## config.mk

```make
export PLATFORM = sky130hd
export DESIGN_NAME = chip4_synth
export DESIGN_NICKNAME = d
export VERILOG_FILES = /design/src/rtl/chip4_pkg.sv /design/src/rtl/chip4_regs.sv /design/src/rtl/chip4_tone_voice.sv /design/src/rtl/chip4_noise_voice.sv /design/src/rtl/chip4_tick_div.sv /design/src/rtl/chip4_synth.sv
export SDC_FILE = /design/constraint.sdc
export NUM_CORES = 1
export LEC_CHECK = 0
export ABC_AREA = 1
export BUFFER_PORTS_ARGS = -buffer_cell sky130_fd_sc_hd__buf_2
export CORE_MARGIN = 8
export CORE_UTILIZATION = 40
export CTS_CLUSTER_SIZE = 8
export DETAILED_ROUTE_END_ITERATION = 16
export HOLD_SLACK_MARGIN = 0.15
export REMOVE_ABC_BUFFERS = 1
export SYNTH_ARGS = -nofsm -noshare
export SYNTH_HDL_FRONTEND = slang
export SYNTH_SLANG_ARGS = --single-unit
export TNS_END_PERCENT = 5
```

## constraint.sdc

```tcl
create_clock -name clk_i -period 20.6 [get_ports clk_i]
set_input_delay 2.06 -clock clk_i [delete_from_list [all_inputs] [get_ports clk_i]]
set_output_delay 2.06 -clock clk_i [all_outputs]
set_load 0.1 [all_outputs]
```

## src/rtl/chip4_pkg.sv

```systemverilog
package chip4_pkg;
  localparam int unsigned NUM_VOICES  = 4;
  localparam int unsigned TONE_VOICES = 3;
  localparam int unsigned PHASE_W     = 16;
  localparam int unsigned VOL_W       = 8;
  localparam int unsigned SMP_W       = 8;
  localparam int unsigned TICK_W      = 16;
  localparam int unsigned ADDR_W      = 4;
  localparam int unsigned DATA_W      = 16;

  localparam int unsigned ADDR_VOL_BASE  = 0;
  localparam int unsigned ADDR_FREQ_BASE = ADDR_VOL_BASE + NUM_VOICES;
  localparam int unsigned ADDR_PCM       = ADDR_FREQ_BASE + NUM_VOICES;
  localparam int unsigned ADDR_PERIOD    = ADDR_PCM + 1;

  typedef logic [PHASE_W-1:0] phase_t;
  typedef logic [VOL_W-1:0]   vol_t;
  typedef logic [SMP_W-1:0]   smp_t;
  typedef logic [TICK_W-1:0]  tick_t;

  typedef enum logic [1:0] {
    WAVE_PULSE,
    WAVE_SQUARE,
    WAVE_TRIANGLE
  } wave_e;

  function automatic wave_e wave_of(int unsigned idx);
    case (idx)
      0:       return WAVE_PULSE;
      1:       return WAVE_SQUARE;
      default: return WAVE_TRIANGLE;
    endcase
  endfunction
endpackage

```

## src/rtl/chip4_regs.sv

```systemverilog
module chip4_regs
  import chip4_pkg::*;
#(
  parameter tick_t TICK_RST = 16'd8
) (
  input  logic              clk_i,
  input  logic              rst_ni,
  input  logic              wr_en_i,
  input  logic [ADDR_W-1:0] wr_addr_i,
  input  logic [DATA_W-1:0] wr_data_i,
  output vol_t              vol_o   [NUM_VOICES],
  output phase_t            freq_o  [TONE_VOICES],
  output smp_t              pcm_o,
  output tick_t             period_o,
  output logic              noise_ld_o,
  output phase_t            noise_val_o
);
  vol_t   vol_q  [NUM_VOICES];
  phase_t freq_q [TONE_VOICES];
  smp_t   pcm_q;
  tick_t  period_q;

  for (genvar v = 0; v < NUM_VOICES; v++) begin : g_vol
    logic hit;
    assign hit = wr_en_i && (wr_addr_i == ADDR_W'(ADDR_VOL_BASE + v));
    always_ff @(posedge clk_i or negedge rst_ni) begin
      if (!rst_ni)  vol_q[v] <= '0;
      else if (hit) vol_q[v] <= wr_data_i[VOL_W-1:0];
    end
    assign vol_o[v] = vol_q[v];
  end

  for (genvar v = 0; v < TONE_VOICES; v++) begin : g_freq
    logic hit;
    assign hit = wr_en_i && (wr_addr_i == ADDR_W'(ADDR_FREQ_BASE + v));
    always_ff @(posedge clk_i or negedge rst_ni) begin
      if (!rst_ni)  freq_q[v] <= '0;
      else if (hit) freq_q[v] <= wr_data_i[PHASE_W-1:0];
    end
    assign freq_o[v] = freq_q[v];
  end

  always_ff @(posedge clk_i or negedge rst_ni) begin
    if (!rst_ni) begin
      pcm_q    <= '0;
      period_q <= TICK_RST;
    end else if (wr_en_i) begin
      if (wr_addr_i == ADDR_W'(ADDR_PCM))    pcm_q    <= wr_data_i[SMP_W-1:0];
      if (wr_addr_i == ADDR_W'(ADDR_PERIOD)) period_q <= wr_data_i[TICK_W-1:0];
    end
  end

  assign pcm_o       = pcm_q;
  assign period_o    = period_q;
  // noise frequency word is the generator state, stored in the voice itself
  assign noise_ld_o  = wr_en_i && (wr_addr_i == ADDR_W'(ADDR_FREQ_BASE + TONE_VOICES));
  assign noise_val_o = wr_data_i[PHASE_W-1:0];
endmodule

```

## src/rtl/chip4_tone_voice.sv

```systemverilog
module chip4_tone_voice
  import chip4_pkg::*;
#(
  parameter wave_e WAVE = WAVE_SQUARE
) (
  input  logic   clk_i,
  input  logic   rst_ni,
  input  logic   step_i,
  input  phase_t freq_i,
  input  vol_t   vol_i,
  output phase_t phase_o,
  output smp_t   contrib_o
);
  localparam int unsigned HB_LSB = PHASE_W - SMP_W;

  phase_t phase_q, phase_nxt;
  smp_t   hb, vol_neg;

  assign phase_nxt = phase_q + freq_i;
  assign hb        = phase_nxt[PHASE_W-1:HB_LSB];
  assign vol_neg   = SMP_W'(0) - vol_i;

  always_ff @(posedge clk_i or negedge rst_ni) begin
    if (!rst_ni)     phase_q <= '0;
    else if (step_i) phase_q <= phase_nxt;
  end

  if (WAVE == WAVE_PULSE) begin : g_pulse
    logic unused_low;
    assign unused_low = ^hb[SMP_W-3:0];
    assign contrib_o  = (hb[SMP_W-1] & hb[SMP_W-2]) ? vol_neg : vol_i;
  end else if (WAVE == WAVE_SQUARE) begin : g_square
    logic unused_low;
    assign unused_low = ^hb[SMP_W-2:0];
    assign contrib_o  = hb[SMP_W-1] ? vol_neg : vol_i;
  end else begin : g_triangle
    smp_t fold, dbl, ofs;
    logic signed [2*SMP_W-1:0] ofs_x, vol_x, prod;
    logic unused_prod;
    assign fold  = hb[SMP_W-1] ? ~hb : hb;
    assign dbl   = {fold[SMP_W-2:0], 1'b0};
    assign ofs   = dbl - SMP_W'(1 << (SMP_W - 1));
    assign ofs_x = (2*SMP_W)'($signed(ofs));
    assign vol_x = (2*SMP_W)'($signed(vol_i));
    assign prod  = ofs_x * vol_x;
    // upper product byte doubled: bits [2W-2 : W-1]
    assign contrib_o   = prod[2*SMP_W-2:SMP_W-1];
    assign unused_prod = ^{prod[2*SMP_W-1], prod[SMP_W-2:0], fold[SMP_W-1], dbl[0]};
  end

  assign phase_o = phase_q;
endmodule

```

## src/rtl/chip4_noise_voice.sv

```systemverilog
module chip4_noise_voice
  import chip4_pkg::*;
#(
  parameter phase_t SEED = 16'hACE1
) (
  input  logic   clk_i,
  input  logic   rst_ni,
  input  logic   step_i,
  input  logic   load_i,
  input  phase_t load_val_i,
  input  vol_t   vol_i,
  output phase_t state_o,
  output smp_t   contrib_o
);
  phase_t state_q, shifted, state_nxt;

  // new bit0 = new bit15 ^ new bit14 = old bit14 ^ old bit13
  assign shifted = {state_q[PHASE_W-2:0], state_q[PHASE_W-2] ^ state_q[PHASE_W-3]};

  always_comb begin
    if (load_i)      state_nxt = load_val_i;
    else if (step_i) state_nxt = shifted;
    else             state_nxt = state_q;
  end

  always_ff @(posedge clk_i or negedge rst_ni) begin
    if (!rst_ni) state_q <= SEED;
    else         state_q <= state_nxt;
  end

  assign contrib_o = state_nxt[PHASE_W-1] ? (SMP_W'(0) - vol_i) : vol_i;
  assign state_o   = state_q;
endmodule

```

## src/rtl/chip4_tick_div.sv

```systemverilog
module chip4_tick_div
  import chip4_pkg::*;
#(
  parameter tick_t TICK_RST = 16'd8
) (
  input  logic  clk_i,
  input  logic  rst_ni,
  input  logic  step_i,
  input  tick_t period_i,
  output logic  tick_o
);
  tick_t cnt_q;
  logic  tick_q;
  logic  expire;

  assign expire = (cnt_q == TICK_W'(1));

  always_ff @(posedge clk_i or negedge rst_ni) begin
    if (!rst_ni) begin
      cnt_q  <= TICK_RST;
      tick_q <= 1'b0;
    end else begin
      tick_q <= step_i && expire;
      if (step_i) cnt_q <= expire ? period_i : cnt_q - TICK_W'(1);
    end
  end

  assign tick_o = tick_q;
endmodule

```

## src/rtl/chip4_synth.sv

```systemverilog
module chip4_synth
  import chip4_pkg::*;
#(
  parameter phase_t LFSR_SEED = 16'hACE1,
  parameter tick_t  TICK_RST  = 16'd8
) (
  input  logic        clk_i,
  input  logic        rst_ni,
  input  logic        sample_i,
  input  logic        wr_en_i,
  input  logic [3:0]  wr_addr_i,
  input  logic [15:0] wr_data_i,
  output logic [7:0]  sample_o,
  output logic        tick_o
);
  vol_t   vol_w     [NUM_VOICES];
  phase_t freq_w    [TONE_VOICES];
  phase_t phase_w   [TONE_VOICES];
  smp_t   contrib_w [NUM_VOICES];
  smp_t   pcm_w;
  tick_t  period_w;
  logic   noise_ld_w;
  phase_t noise_val_w;
  phase_t noise_state_w;
  smp_t   mix_sum;
  smp_t   sample_q;

  chip4_regs #(.TICK_RST(TICK_RST)) u_regs (
    .clk_i       (clk_i),
    .rst_ni      (rst_ni),
    .wr_en_i     (wr_en_i),
    .wr_addr_i   (wr_addr_i),
    .wr_data_i   (wr_data_i),
    .vol_o       (vol_w),
    .freq_o      (freq_w),
    .pcm_o       (pcm_w),
    .period_o    (period_w),
    .noise_ld_o  (noise_ld_w),
    .noise_val_o (noise_val_w)
  );

  for (genvar v = 0; v < TONE_VOICES; v++) begin : g_tone
    chip4_tone_voice #(.WAVE(wave_of(v))) u_voice (
      .clk_i     (clk_i),
      .rst_ni    (rst_ni),
      .step_i    (sample_i),
      .freq_i    (freq_w[v]),
      .vol_i     (vol_w[v]),
      .phase_o   (phase_w[v]),
      .contrib_o (contrib_w[v])
    );
  end

  chip4_noise_voice #(.SEED(LFSR_SEED)) u_noise (
    .clk_i      (clk_i),
    .rst_ni     (rst_ni),
    .step_i     (sample_i),
    .load_i     (noise_ld_w),
    .load_val_i (noise_val_w),
    .vol_i      (vol_w[TONE_VOICES]),
    .state_o    (noise_state_w),
    .contrib_o  (contrib_w[TONE_VOICES])
  );

  chip4_tick_div #(.TICK_RST(TICK_RST)) u_tick (
    .clk_i    (clk_i),
    .rst_ni   (rst_ni),
    .step_i   (sample_i),
    .period_i (period_w),
    .tick_o   (tick_o)
  );

  always_comb begin
    mix_sum = pcm_w;
    for (int v = 0; v < NUM_VOICES; v++) mix_sum = mix_sum + contrib_w[v];
  end

  always_ff @(posedge clk_i or negedge rst_ni) begin
    if (!rst_ni)       sample_q <= '0;
    else if (sample_i) sample_q <= mix_sum;
  end

  assign sample_o = sample_q;
endmodule

```

After elaboration in Yosys (flattened, before gate mapping)
Cells that the tools add are included.
{"block": "op_classes", "n_eq_ne": 10, "n_reduce_logical": 13, "n_mux": 7, "n_mul": 1, "bitwise": 3, "add_sub_neg": 12}
{"cell": "adder 16 bit", "count": 3}
{"cell": "two-way mux 16 bit", "count": 3}
{"cell": "adder 8 bit", "count": 4}
{"cell": "two-way mux 8 bit", "count": 3}
{"cell": "subtractor 1 x 8 -> 8 bit, first input constant", "count": 3}
{"cell": "== test 16 x 1 -> 1 bit, second input constant", "count": 1}
{"cell": "== test 4 x 3 -> 1 bit, second input constant", "count": 4}
{"cell": "subtractor 16 x 1 -> 16 bit, second input constant", "count": 1}
{"cell": "multiplier 8 x 8 -> 15 bit", "count": 1}
{"cell": "logical AND 1 bit", "count": 9}
{"cell": "== test 4 x 2 -> 1 bit, second input constant", "count": 2}
{"cell": "== test 4 bit, second input constant", "count": 2}
{"cell": "subtractor 8 bit, second input constant", "count": 1}
{"cell": "two-way mux 7 bit", "count": 1}
{"cell": "inverter 7 bit", "count": 1}
{"cell": "== test 4 x 1 -> 1 bit, second input constant", "count": 1}
{"cell": "zero test 4 bit", "count": 1}
{"cell": "AND reduction 2 bit", "count": 2}
{"cell": "nonzero test 2 bit", "count": 1}
{"cell": "bitwise AND 1 bit", "count": 1}
{"cell": "bitwise XOR 1 bit", "count": 1}
{"block": "word_totals", "output_inout_bits": 9, "ff_bits": 193, "in_bits": 24, "elab_cells": 63}

Depth between registers and ports, before layout
Gate-level depths: netlist (run 1).
{"block": "logic_depth", "ltp_word": 7, "depth_mapped": 45, "depth_no_buf": 45}

Hierarchy
From an unflattened synthesis (run 1), not the netlist that was laid out.
{"block": "hier_totals", "cells_unflattened": 2050, "area_unflattened_um2": 15383.5}
{"module": "chip4_regs", "cells_each": 523, "seq_area_each_um2": 2603.7, "n_inst": 1, "area_each_um2": 4546.9}
{"module": "chip4_tone_voice (g_tone[2].u_voice)", "cells_each": 454, "seq_area_each_um2": 400.4, "n_inst": 1, "area_each_um2": 3587.2}
{"module": "chip4_tone_voice (g_tone[1].u_voice)", "cells_each": 278, "seq_area_each_um2": 400.4, "n_inst": 1, "area_each_um2": 1816.7}
{"module": "chip4_tone_voice (g_tone[0].u_voice)", "cells_each": 256, "seq_area_each_um2": 400.4, "n_inst": 1, "area_each_um2": 1675.4}
{"module": "chip4_tick_div", "cells_each": 229, "seq_area_each_um2": 426.7, "n_inst": 1, "area_each_um2": 1428.9}
{"module": "chip4_synth", "cells_each": 186, "seq_area_each_um2": 200.2, "n_inst": 1, "area_each_um2": 1333.8}
{"module": "chip4_noise_voice", "cells_each": 124, "seq_area_each_um2": 410.4, "n_inst": 1, "area_each_um2": 994.7}

Least setup slack after synthesis (run 1)
No wires, ideal clock.
{"block": "synth_timing", "path_type": "reg2reg", "from": "register u_regs.freq_q (netlist bit u_regs.freq_o[6])", "to": "register sample_q[7] (netlist: sample_o[7])", "required_ps": 20480, "synth_period_minus_slack_ps": 7776, "stages_incl_launch_ff": 44, "path_buffers": 0, "setup_time_ps": 120, "path_slack_ps": 12824, "t_arrival_ps": 7656, "path_cell_list": "dfrtp_1 ha_1 nand2_2 inv_1 a21oi_2 nand2_4 a21oi_2 o21ai_2 a31oi_1 xor2_1 or2_1 nand2_1 inv_2 nand2_1 fa_1 inv_1 fa_1 inv_1 [... 8 more ...] fa_1 inv_1 fa_1 inv_1 ha_1 inv_1 fa_1 inv_1 a21oi_1 o21bai_1 nand2_1 nand2_1 a21oi_1 xnor2_1 xnor2_1 nand3_1 nand3_1 nand2_1"}
{"block": "synth_between", "elab_chain_len": 7}
{"item": "from (decl)", "line": "chip4_regs.sv:19", "rtl": "phase_t freq_q [TONE_VOICES];"}
{"item": "from (signal, indexed assignment)", "line": "chip4_regs.sv:38", "rtl": "else if (hit) freq_q[v] <= wr_data_i[PHASE_W-1:0];"}
{"item": "adder 16 bit *", "line": "chip4_tone_voice.sv:19", "rtl": "assign phase_nxt = phase_q + freq_i;"}
{"item": "inverter 7 bit", "line": "chip4_tone_voice.sv:40", "rtl": "assign fold = hb[SMP_W-1] ? ~hb : hb;"}
{"item": "two-way mux 7 bit *", "line": "chip4_tone_voice.sv:40"}
{"item": "subtractor 8 bit *", "line": "chip4_tone_voice.sv:42", "rtl": "assign ofs = dbl - SMP_W'(1 << (SMP_W - 1));"}
{"item": "multiplier 8 x 8 -> 15 bit *", "line": "chip4_tone_voice.sv:45", "rtl": "assign prod = ofs_x * vol_x;"}
{"item": "adder 8 bit * (2 in series)", "line": "chip4_synth.sv:75", "rtl": "for (int v = 0; v < NUM_VOICES; v++) mix_sum = mix_sum + contrib_w[v];"}
{"item": "to (signal assigned)", "line": "chip4_synth.sv:80", "rtl": "else if (sample_i) sample_q <= mix_sum;"}
{"item": "to (decl)", "line": "chip4_synth.sv:26", "rtl": "smp_t sample_q;"}
Mark *: on every way between the ends. The rest lies on a longest branch, timed or not.
A chain may end at the register's enable or synchronous reset.

Worst setup path in the final report (run 1)
{"block": "layout_timing", "from": "register u_regs.freq_q (netlist bit u_regs.freq_o[0])", "to": "register sample_q[7] (netlist: sample_o[7])"}
Same word-level chain as after synthesis.

==> results.toml, run 1 <==
[status]
outcome = "finished clean"

[grt]
grt_start_max_net_pins = 81
gr-usage-all-layers_pct = 16.77
overflow = 0
antenna_found_initial = 0
first_global_vias = 10010
grt_first_pass_wirelength_microns = 52000

[place]
dpl.hpwl_microns = 22520
port-buffer-count = 32
pre_cts_ws_ns = 12.15
gp_routability_congestion = 0.8504
dpl_cell_area_sq_mm = 0.01369

[worst_hold_path]
hold_end = "sample_o[1]"
whs_path_depth = 2
hp_start = "sample_o[1]"
worst_hold_path_type = "flip-flop to flip-flop"

[timing]
timing_max_transition_violations_final = 0
setup_tns_ns = 0
timing.final.setup_violations = 0
hold_violations = 0
finalHoldWorstSlack_ns = 0.4718
slew-limit-headroom_pct = 30.24
timing.final.crit_period_ns = 8.458
setup_ws_ns = 12.14
worst_clock_skew_ns = 0.01153
period_utilization_post_route_pct = 41.06
max_clock_freq_mhz = 118.2
unrepaired_setup_endpoints_after_global_routing = "no"
worst-slew-pin-transition_ns = 1.044

[detailed_routing]
detailedRoute.firstIterationViolations = 570
drt_drc_violations_left = 0
route.vias.total = 10080
final_antenna_net_count = 0
detail_route.first_pass.iterations = 4
post_drt_via_cell_ratio = 4.891
routedWlPerCell_microns = 14.98
wirelength_microns = 30880

[die]
io_pins = 33
fp.dieArea_sq_mm = 0.03882
die_w_microns = 197.0
core_region_area_sq_mm = 0.03237
floorplan.die.height_microns = 197.0
num_rows = 66
initial_utilization_pct = 40.50

[layout]
syn2layout_area_growth_pct = 9.268
post_route_cells_drive_above_1_share_pct = 7.597
diodes = 0
fin_area_sq_mm = 0.01432
layout.nets = 1778

[clock_network]
cts.repair.resized = 0
clkSinkCount = 193
clock_tree_from_tritoncts = "built"
clk_latency_ns = 0.44
cts.root.buffer_cell = "clkbuf_16"
post_cts.repair.setup_buffers = 0
numCtsBuffers = 17
cts.hold.buffers_added = 0
cts_max_path_buffers = 2
cts_max_level = 4
clk_slew_on_worst_s_h_paths_ns = 0.06

[synth]
post_synth_inst_count = 1593
post_synth_most_frequent_cells = "nand2_1 (369), inv_1 (234), dfrtp_1 (183), o21ai_0 (183), nor2_1 (109)"
synth-seq-cells = 193
avg_synthesized_cell_area_sq_um = 8.229
synth.distinct_cells = 43
synth-async-reset-ratio_pct = 100.0
synth.cell_area_sq_mm = 0.01311
dominantRegCellSynth = "dfrtp_1"
synth_top_area_share_pct = 34.93
post-synth-top-area-cell = "dfrtp_1"
synth_warnings = 0
synth.most_common_cell = "nand2_1"
synth.area.top_cells = "dfrtp_1 (35%), nand2_1 (11%), fa_1 (10%)"
synth-edff-count = 0
synth_sequential_area_ratio_pct = 36.94

[worst_setup_path]
regToRegSetupSlack_ns = 12.14
rr_worst_depth = 40
worstSetupStartpoint = "u_regs.freq_o[0]"
worst-endpoint-arrival_ns = 8.78
crit_required_ns = 20.92
family_with_the_most_delay_on_the_worst_path = "adder cells"
worstReg2RegStart = "u_regs.freq_o[0]"
worst_setup_path_end_kind = "flip-flop"
worst_setup_path_start_kind = "flip-flop"
critical_path.slowest_cell = "fa_1"
critical-path-max-stage-delay_ns = 0.55
worst-path-buf-inv = 6
worstPathMaxFanout = 7
worst_r2r_dst = "sample_o[7]"
path_class = "flip-flop to flip-flop"
path_common_cell = "nand2_1"

[run]
cap_viol_max_count = 0
==> cell usage in the layout (no fill, tap or decap), types with 31 or more instances in the layout <==
cell type  netlist  layout
nor2_1         109     109
a21oi_1         44      44
ha_1            80      80
xor2_1          43      43
nand2_1        369     369
dfrtp_1        183     183
buf_2            0      31
inv_1          234     234
nand3_1         68      68
fa_1            68      68
o21ai_0        183     183
==> stage by stage <==
stage	utilization, %	instances
2_1_floorplan	-	1551
3_3_place_gp	42.29	2029
3_5_place_dp	42.29	2029
4_1_cts	44.25	2061
5_1_grt	44.25	2061
6_report	44.25	2061
==> routing by layer <==
layer  share of wire, %  vias up  track usage, %
met5                  0        -               0
met4                1.5        0           4.792
met3                2.9       31           2.436
met2                 47      152           27.71
met1                 49     4802           22.69
li1                   -     5095               -
==> logic make-up (layout without fill, tap and decap cells) <==
family	Yosys count	count (layout)	synth area share, %
simple gates	607	607	19.68
compound gates	292	292	12.27
buf+inv	281	307	8.161
flops	193	193	36.94
fa+ha+maj	148	148	18.02
xor+xnor	72	72	4.925
==> state kept, by name (all words and copies together), names as in the netlist <==
name,cells
u_tick.tick_o,1
u_tick.cnt_q,16
u_regs.period_o,16
u_noise.state_o,16
sample_o,8
g_tone.u_voice.phase_o,48
u_regs.pcm_o,8
u_regs.vol_o,32
u_regs.freq_o,48
==> worst max-delay path by stage <==
stage	end	slack [ns]	depth (start not counted)
after floorplan	sample_o[7]	12.82	43
after global placement	sample_o[7]	12.40	40
after detailed placement	sample_o[7]	12.15	40
after CTS	sample_o[7]	12.13	40
after global routing	sample_o[7]	11.41	40
final	sample_o[7]	12.14	40
==> tightest hold or removal path, stage by stage, from the launching register on <==
cell     delay [ns]
dfrtp_1        0.34
nand2_1        0.06
nand2_1        0.04
==> final cells by class <==
type | instances | area, sq um
tap | 442 | 553.0
fill | 3287 | 18050
multi-input combinational | 1119 | 7197
inverter | 239 | 898.4
clock inverter | 12 | 177.7
timing repair buffer | 36 | 198.9
sequential | 193 | 4842
clock buffer | 20 | 456.7
Power of run 1 is left out: the tool's default activity adds up to more than one toggle a clock period on the data nets, which glitch-free logic cannot reach.
==> run 2, diff against run 1 <==
ABC_AREA = 0   (was 1)
clock period = 8.54 ns   (was 20.6 ns; I/O delays follow)
==> run 2 against run 1 <==
- the run now ends with setup timing left
- count of clock-buffer cells in the layout decreased by 3
- sequential share of layout area decreased by 2.1 points
- synthesized cell count decreased by 23%
- first-iteration DRC count decreased by 26%
- hold slack improved by 0.026 ns
- largest cell class unchanged
- core utilization increased by 3.0 points
- non-clock buffer count increased by 96
- wire length decreased by 5.8%
- via count decreased by 10%
- worst setup slack got worse by 13 ns
- global-route usage decreased by 0.85 points
==> results.toml, run 2 <==
[timing]
timing_max_transition_violations_final = 0
setup_ws_ns = -0.4420
timing.final.crit_period_ns = 8.982
unrepaired_setup_endpoints_after_global_routing = "yes"
worst_clock_skew_ns = 0.01515
max_clock_freq_mhz = 111.3
hold_violations = 0
period_utilization_post_route_pct = 105.2
slew-limit-headroom_pct = 29.07
timing.final.setup_violations = 1
worst-slew-pin-transition_ns = 1.063

[clock_network]
cts.root.buffer_cell = "clkbuf_16"
clock_tree_from_tritoncts = "built"
clk_latency_ns = 0.45
cts.hold.buffers_added = 0
clkSinkCount = 193
numCtsBuffers = 17
cts_max_path_buffers = 2
cts_max_level = 4
clk_slew_on_worst_s_h_paths_ns = 0.08

[grt]
overflow = 0
gr-usage-all-layers_pct = 15.92
first_global_vias = 9467
grt_first_pass_wirelength_microns = 48850
antenna_found_initial = 2
grt_start_max_net_pins = 117

[detailed_routing]
post_drt_via_cell_ratio = 5.056
drt_drc_violations_left = 0
routedWlPerCell_microns = 16.25
route.vias.total = 9050
final_antenna_net_count = 0
detailedRoute.firstIterationViolations = 422
wirelength_microns = 29090
detail_route.first_pass.iterations = 4

[synth]
synth.distinct_cells = 63
post_synth_inst_count = 1219
post_synth_most_frequent_cells = "dfrtp_1 (183), mux2_2 (142), inv_1 (119), ha_1 (80), nand2_1 (77)"
synth_warnings = 0
synth-async-reset-ratio_pct = 100.0
synth-seq-cells = 193
synth_sequential_area_ratio_pct = 37.24
dominantRegCellSynth = "dfrtp_1"
synth.area.top_cells = "dfrtp_1 (35%), mux2_2 (12%), fa_1 (10%)"
synth_top_area_share_pct = 35.22
synth.cell_area_sq_mm = 0.01300
synth-edff-count = 0
post-synth-top-area-cell = "dfrtp_1"
avg_synthesized_cell_area_sq_um = 10.67
synth.most_common_cell = "dfrtp_1"

[die]
initial_utilization_pct = 40.27
num_rows = 66
die_w_microns = 196.3
floorplan.die.height_microns = 196.3
fp.dieArea_sq_mm = 0.03853
core_region_area_sq_mm = 0.03229
io_pins = 33

[status]
failed_checks = "setup timing"
outcome = "finished, violations left"

[layout]
layout_commonest_cell = "dfrtp_1"
syn2layout_area_growth_pct = 17.35
layout.nets = 1505
fin_area_sq_mm = 0.01526
post_route_cells_drive_above_1_share_pct = 29.12
mostFrequentLayoutCells = "dfrtp_1 (183), mux2_2 (141), inv_1 (112)"
postLayoutCoreUtil_pct = 47.25
filler_cell_count = 2997

[worst_setup_path]
path_class = "flip-flop to flip-flop"
worst_setup_path_start_kind = "flip-flop"
worst_setup_path_end_kind = "flip-flop"
path_common_cell = "xnor2_1"
worstPathMaxFanout = 7
worst-endpoint-arrival_ns = 9.31
critical_path.slowest_cell = "fa_1"
crit_required_ns = 8.87
critical-path-max-stage-delay_ns = 0.55

[place]
pre_cts_ws_ns = -0.9513
dpl.hpwl_microns = 20590
port-buffer-count = 32
dpl_cell_area_sq_mm = 0.01423
gp_routability_congestion = 0.8381

[run]
cap_viol_max_count = 0

[worst_hold_path]
worst_hold_path_type = "input pin to asynchronous set/reset pin"
[run 2: changes by cell type after synthesis, moves of 15 or more]
cell,before,now
mux2_2,0,142
nand2b_1,0,17
inv_1,234,119
o21ai_0,183,69
nand2_2,15,0
nand2_1,369,77
nand3_1,68,9
and2_1,2,26
a21o_1,2,17
mux2i_1,0,21
nor2_1,109,62
xor2_1,43,26
a21oi_1,44,64
xnor2_1,27,60
[run 2: critical path: cells and delay by family, from the launching register on]
| family | cells | cell delay, ns |
|---|---|---|
| AND/OR/NAND/NOR | 8 | 0.84 |
| adder cells (fa/ha/maj) | 8 | 3.43 |
| flip-flops | 1 | 0.43 |
| multiplexers | 1 | 0.26 |
| XOR/XNOR | 13 | 2.07 |
| AO/OA/AOI/OAI | 8 | 1.62 |
| buffers and inverters | 4 | 0.18 |
[run 2: cells by family (layout without fill, tap and decap cells)]
logic type	count (synthesis)	in the layout	share of synthesized area (%)
flip-flops	193	193	37.24
AND/OR/NAND/NOR	263	263	10.01
multiplexers	163	163	13.92
AO/OA/AOI/OAI	207	207	9.903
other	0	2	0
buffers and inverters	157	284	4.542
adder cells (fa/ha/maj)	148	148	18.17
XOR/XNOR	88	88	6.217
[run 2: per-stage QoR]
step                      setup TNS (ns)  hold WS (ns)  instances
after floorplan                  -0.7552        0.4557       1182
after global placement           -0.8664        0.4688       1741
after detailed placement          -1.359        0.4758       1741
after CTS                        -0.4816        0.4954       1786
after global routing              -1.261        0.5162       1788
final                            -0.4420        0.4980       1790
[run 2: timing repair]
action                                  in CTS  in global routing
pin swaps                                   61                 51
buffers inserted                            13                  2
endpoints found under the setup margin       4                  4
resized for setup                           40                 28
[run 2: path summary, 6_finish.rpt]
check                                              from                           end  slack [ns]  cells past startpoint
max                        g_tone[2].u_voice.phase_o[1]                   sample_o[7]       -0.44                     42
min                                              rst_ni               u_tick.cnt_q[7]        0.50                      1
max reg2reg                g_tone[2].u_voice.phase_o[1]                   sample_o[7]       -0.44                     42
min reg2reg                g_tone[0].u_voice.phase_o[4]  g_tone[0].u_voice.phase_o[4]        0.50                      1
max in group asynchronous                        rst_ni               u_regs.pcm_o[2]        6.49                      2
min in group clk_i         g_tone[0].u_voice.phase_o[4]  g_tone[0].u_voice.phase_o[4]        0.50                      1
[run 2: cell type report]
cell class / instances / area [sq um] / area share, %
multi-input combinational: 869 / 7858 / 51.50
sequential: 193 / 4842 / 31.74
timing repair buffer: 132 / 944.7 / 6.192
tap: 442 / 553.0 / 3.625
inverter: 120 / 450.4 / 2.952
clock buffer: 17 / 425.4 / 2.788
clock inverter: 15 / 178.9 / 1.173
antenna: 2 / 5.005 / 0.03280
[run 2: routing by layer]
metal	vias to the layer above	part of all wire (%)	track usage (%)	routed length (microns)
met3	24	2.2	2.382	644
met2	86	47	26.67	13770
met1	4564	49	21.27	14210
li1	4376	-	-	-
met5	-	0	0	0
met4	0	1.6	4.211	465
Power of run 2 is left out for the same reason.
==> run 3, diff against run 2 <==
MAX_ROUTING_LAYER = met4   (was unset)
clock period = 7.65 ns   (was 8.54 ns; I/O delays follow)
==> run 3 against run 2 <==
- design area hardly changed
- final cell count stayed put
- the flow still finishes with violations (setup timing)
- worst setup slack worse by 0.86 ns
- core utilization hardly changed
- clock skew is 0.00052 ns higher
- critical path depth stayed put
==> results.toml, run 3 (same netlist as run 2, synthesis figures left out) <==
[grt]
gr-usage-all-layers_pct = 16.09
grt_start_max_net_pins = 85
antenna_found_initial = 3
grt_first_pass_wirelength_microns = 48030
overflow = 0
first_global_vias = 9290

[detailed_routing]
route.vias.total = 8908
routedWlPerCell_microns = 16.08
post_drt_via_cell_ratio = 4.977
wirelength_microns = 28780
drt_drc_violations_left = 0
final_antenna_net_count = 0
detail_route.first_pass.iterations = 5
detailedRoute.firstIterationViolations = 437

[place]
dpl.hpwl_microns = 20590
port-buffer-count = 32
dp.cells = 1747
pre_cts_ws_ns = -1.866
gp_routability_congestion = 0.8381
dpl_cell_area_sq_mm = 0.01428

[run]
cap_viol_max_count = 0

[timing]
timing_max_transition_violations_final = 0
timing.final.setup_violations = 5
max_clock_freq_mhz = 111.8
worst-slew-pin-transition_ns = 1.008
slew-limit-headroom_pct = 32.73
timing.final.crit_period_ns = 8.947
finalHoldWorstSlack_ns = 0.3586
worst_clock_skew_ns = 0.01567
unrepaired_setup_endpoints_after_global_routing = "yes"
hold_violations = 0
period_utilization_post_route_pct = 117.0
setup_ws_ns = -1.297

[clock_network]
clk_latency_ns = 0.45
clkSinkCount = 193
clock_tree_from_tritoncts = "built"
numCtsBuffers = 17
cts_max_path_buffers = 2
cts.root.buffer_cell = "clkbuf_16"
cts_max_level = 4
clk_slew_on_worst_s_h_paths_ns = 0.09

[layout]
layout_commonest_cell = "dfrtp_1"
fin_area_sq_mm = 0.01524
syn2layout_area_growth_pct = 17.26
mostFrequentLayoutCells = "dfrtp_1 (183), mux2_2 (141), inv_1 (114)"
post_route_cells_drive_above_1_share_pct = 29.03
layout.cells.non_filler = 1790
layout.nets = 1506
filler_cell_count = 2994

[worst_setup_path]
worst_setup_path_start_kind = "flip-flop"
critical-path-max-stage-delay_ns = 0.54
critical_path.slowest_cell = "fa_1"
path_class = "flip-flop to flip-flop"
crit_required_ns = 7.99
worstPathMaxFanout = 7
worst_setup_path_end_kind = "flip-flop"
worst-endpoint-arrival_ns = 9.29

[die]
fp.dieArea_sq_mm = 0.03853
num_rows = 66
die_w_microns = 196.3
initial_utilization_pct = 40.27
io_pins = 33
core_region_area_sq_mm = 0.03229
floorplan.die.height_microns = 196.3

[status]
outcome = "finished, violations left"
failed_checks = "setup timing"

[worst_hold_path]
worst_hold_path_type = "input pin to asynchronous set/reset pin"
==> run 3: through the flow <==
| stage | util [%] | TNS [ns] |
|---|---|---|
| 4_1_cts | 47.05 | -3.540 |
| 2_1_floorplan | - | -3.918 |
| 3_5_place_dp | 44.21 | -5.931 |
| 3_3_place_gp | 44.21 | -5.276 |
| 5_1_grt | 47.21 | -5.387 |
| 6_report | 47.21 | -3.094 |
==> run 3: area by class of cell <==
cell class | instances | area (sq um) | share of cell area [%]
diodes | 1 | 2.502 | 0.01641
clock buffers | 17 | 425.4 | 2.791
clock inverters | 15 | 182.7 | 1.198
inverters | 120 | 450.4 | 2.955
multi-input cells | 869 | 7844 | 51.45
flip-flops and latches | 193 | 4842 | 31.76
well taps | 442 | 553.0 | 3.628
repair buffers | 133 | 944.7 | 6.197
==> run 3: per-layer routing <==
metal  GRT usage [%]  vias up  part of all wire [%]
met5               -        -                     0
met2           25.96      116                    47
met1           20.94     4397                    48
met4           4.239        0                   1.8
met3           2.519       30                   2.7
li1                -     4365                     -
==> run 3: worst max-delay path, delay by kind of cell, from the launching register on <==
kind	cells	cell delay, ns
xor+xnor	7	1.10
buf+inv	6	0.57
compound gates	10	1.95
fa+ha+maj	9	3.70
simple gates	9	0.87
mux	1	0.26
flops	1	0.40
==> run 3: final timing paths <==
check / from / endpoint / slack, ns / cells past startpoint
max: g_tone[2].u_voice.phase_o[1] / sample_o[7] / -1.30 / 42
min: rst_ni / u_regs.period_o[7] / 0.36 / 1
max reg2reg: g_tone[2].u_voice.phase_o[1] / sample_o[7] / -1.30 / 42
min reg2reg: g_tone[1].u_voice.phase_o[4] / g_tone[1].u_voice.phase_o[4] / 0.49 / 2
max in group asynchronous: rst_ni / u_regs.freq_o[46] / 6.04 / 2
min in group clk_i: g_tone[1].u_voice.phase_o[4] / g_tone[1].u_voice.phase_o[4] / 0.49 / 2
==> run 3: repair_timing <==
action,4_1_cts,5_1_grt
endpoints found under the setup margin,7,6
hold buffers,0,0
pin swaps,66,32
setup buffers,10,0
gates resized for setup,53,12
Power of run 3 is left out for the same reason.
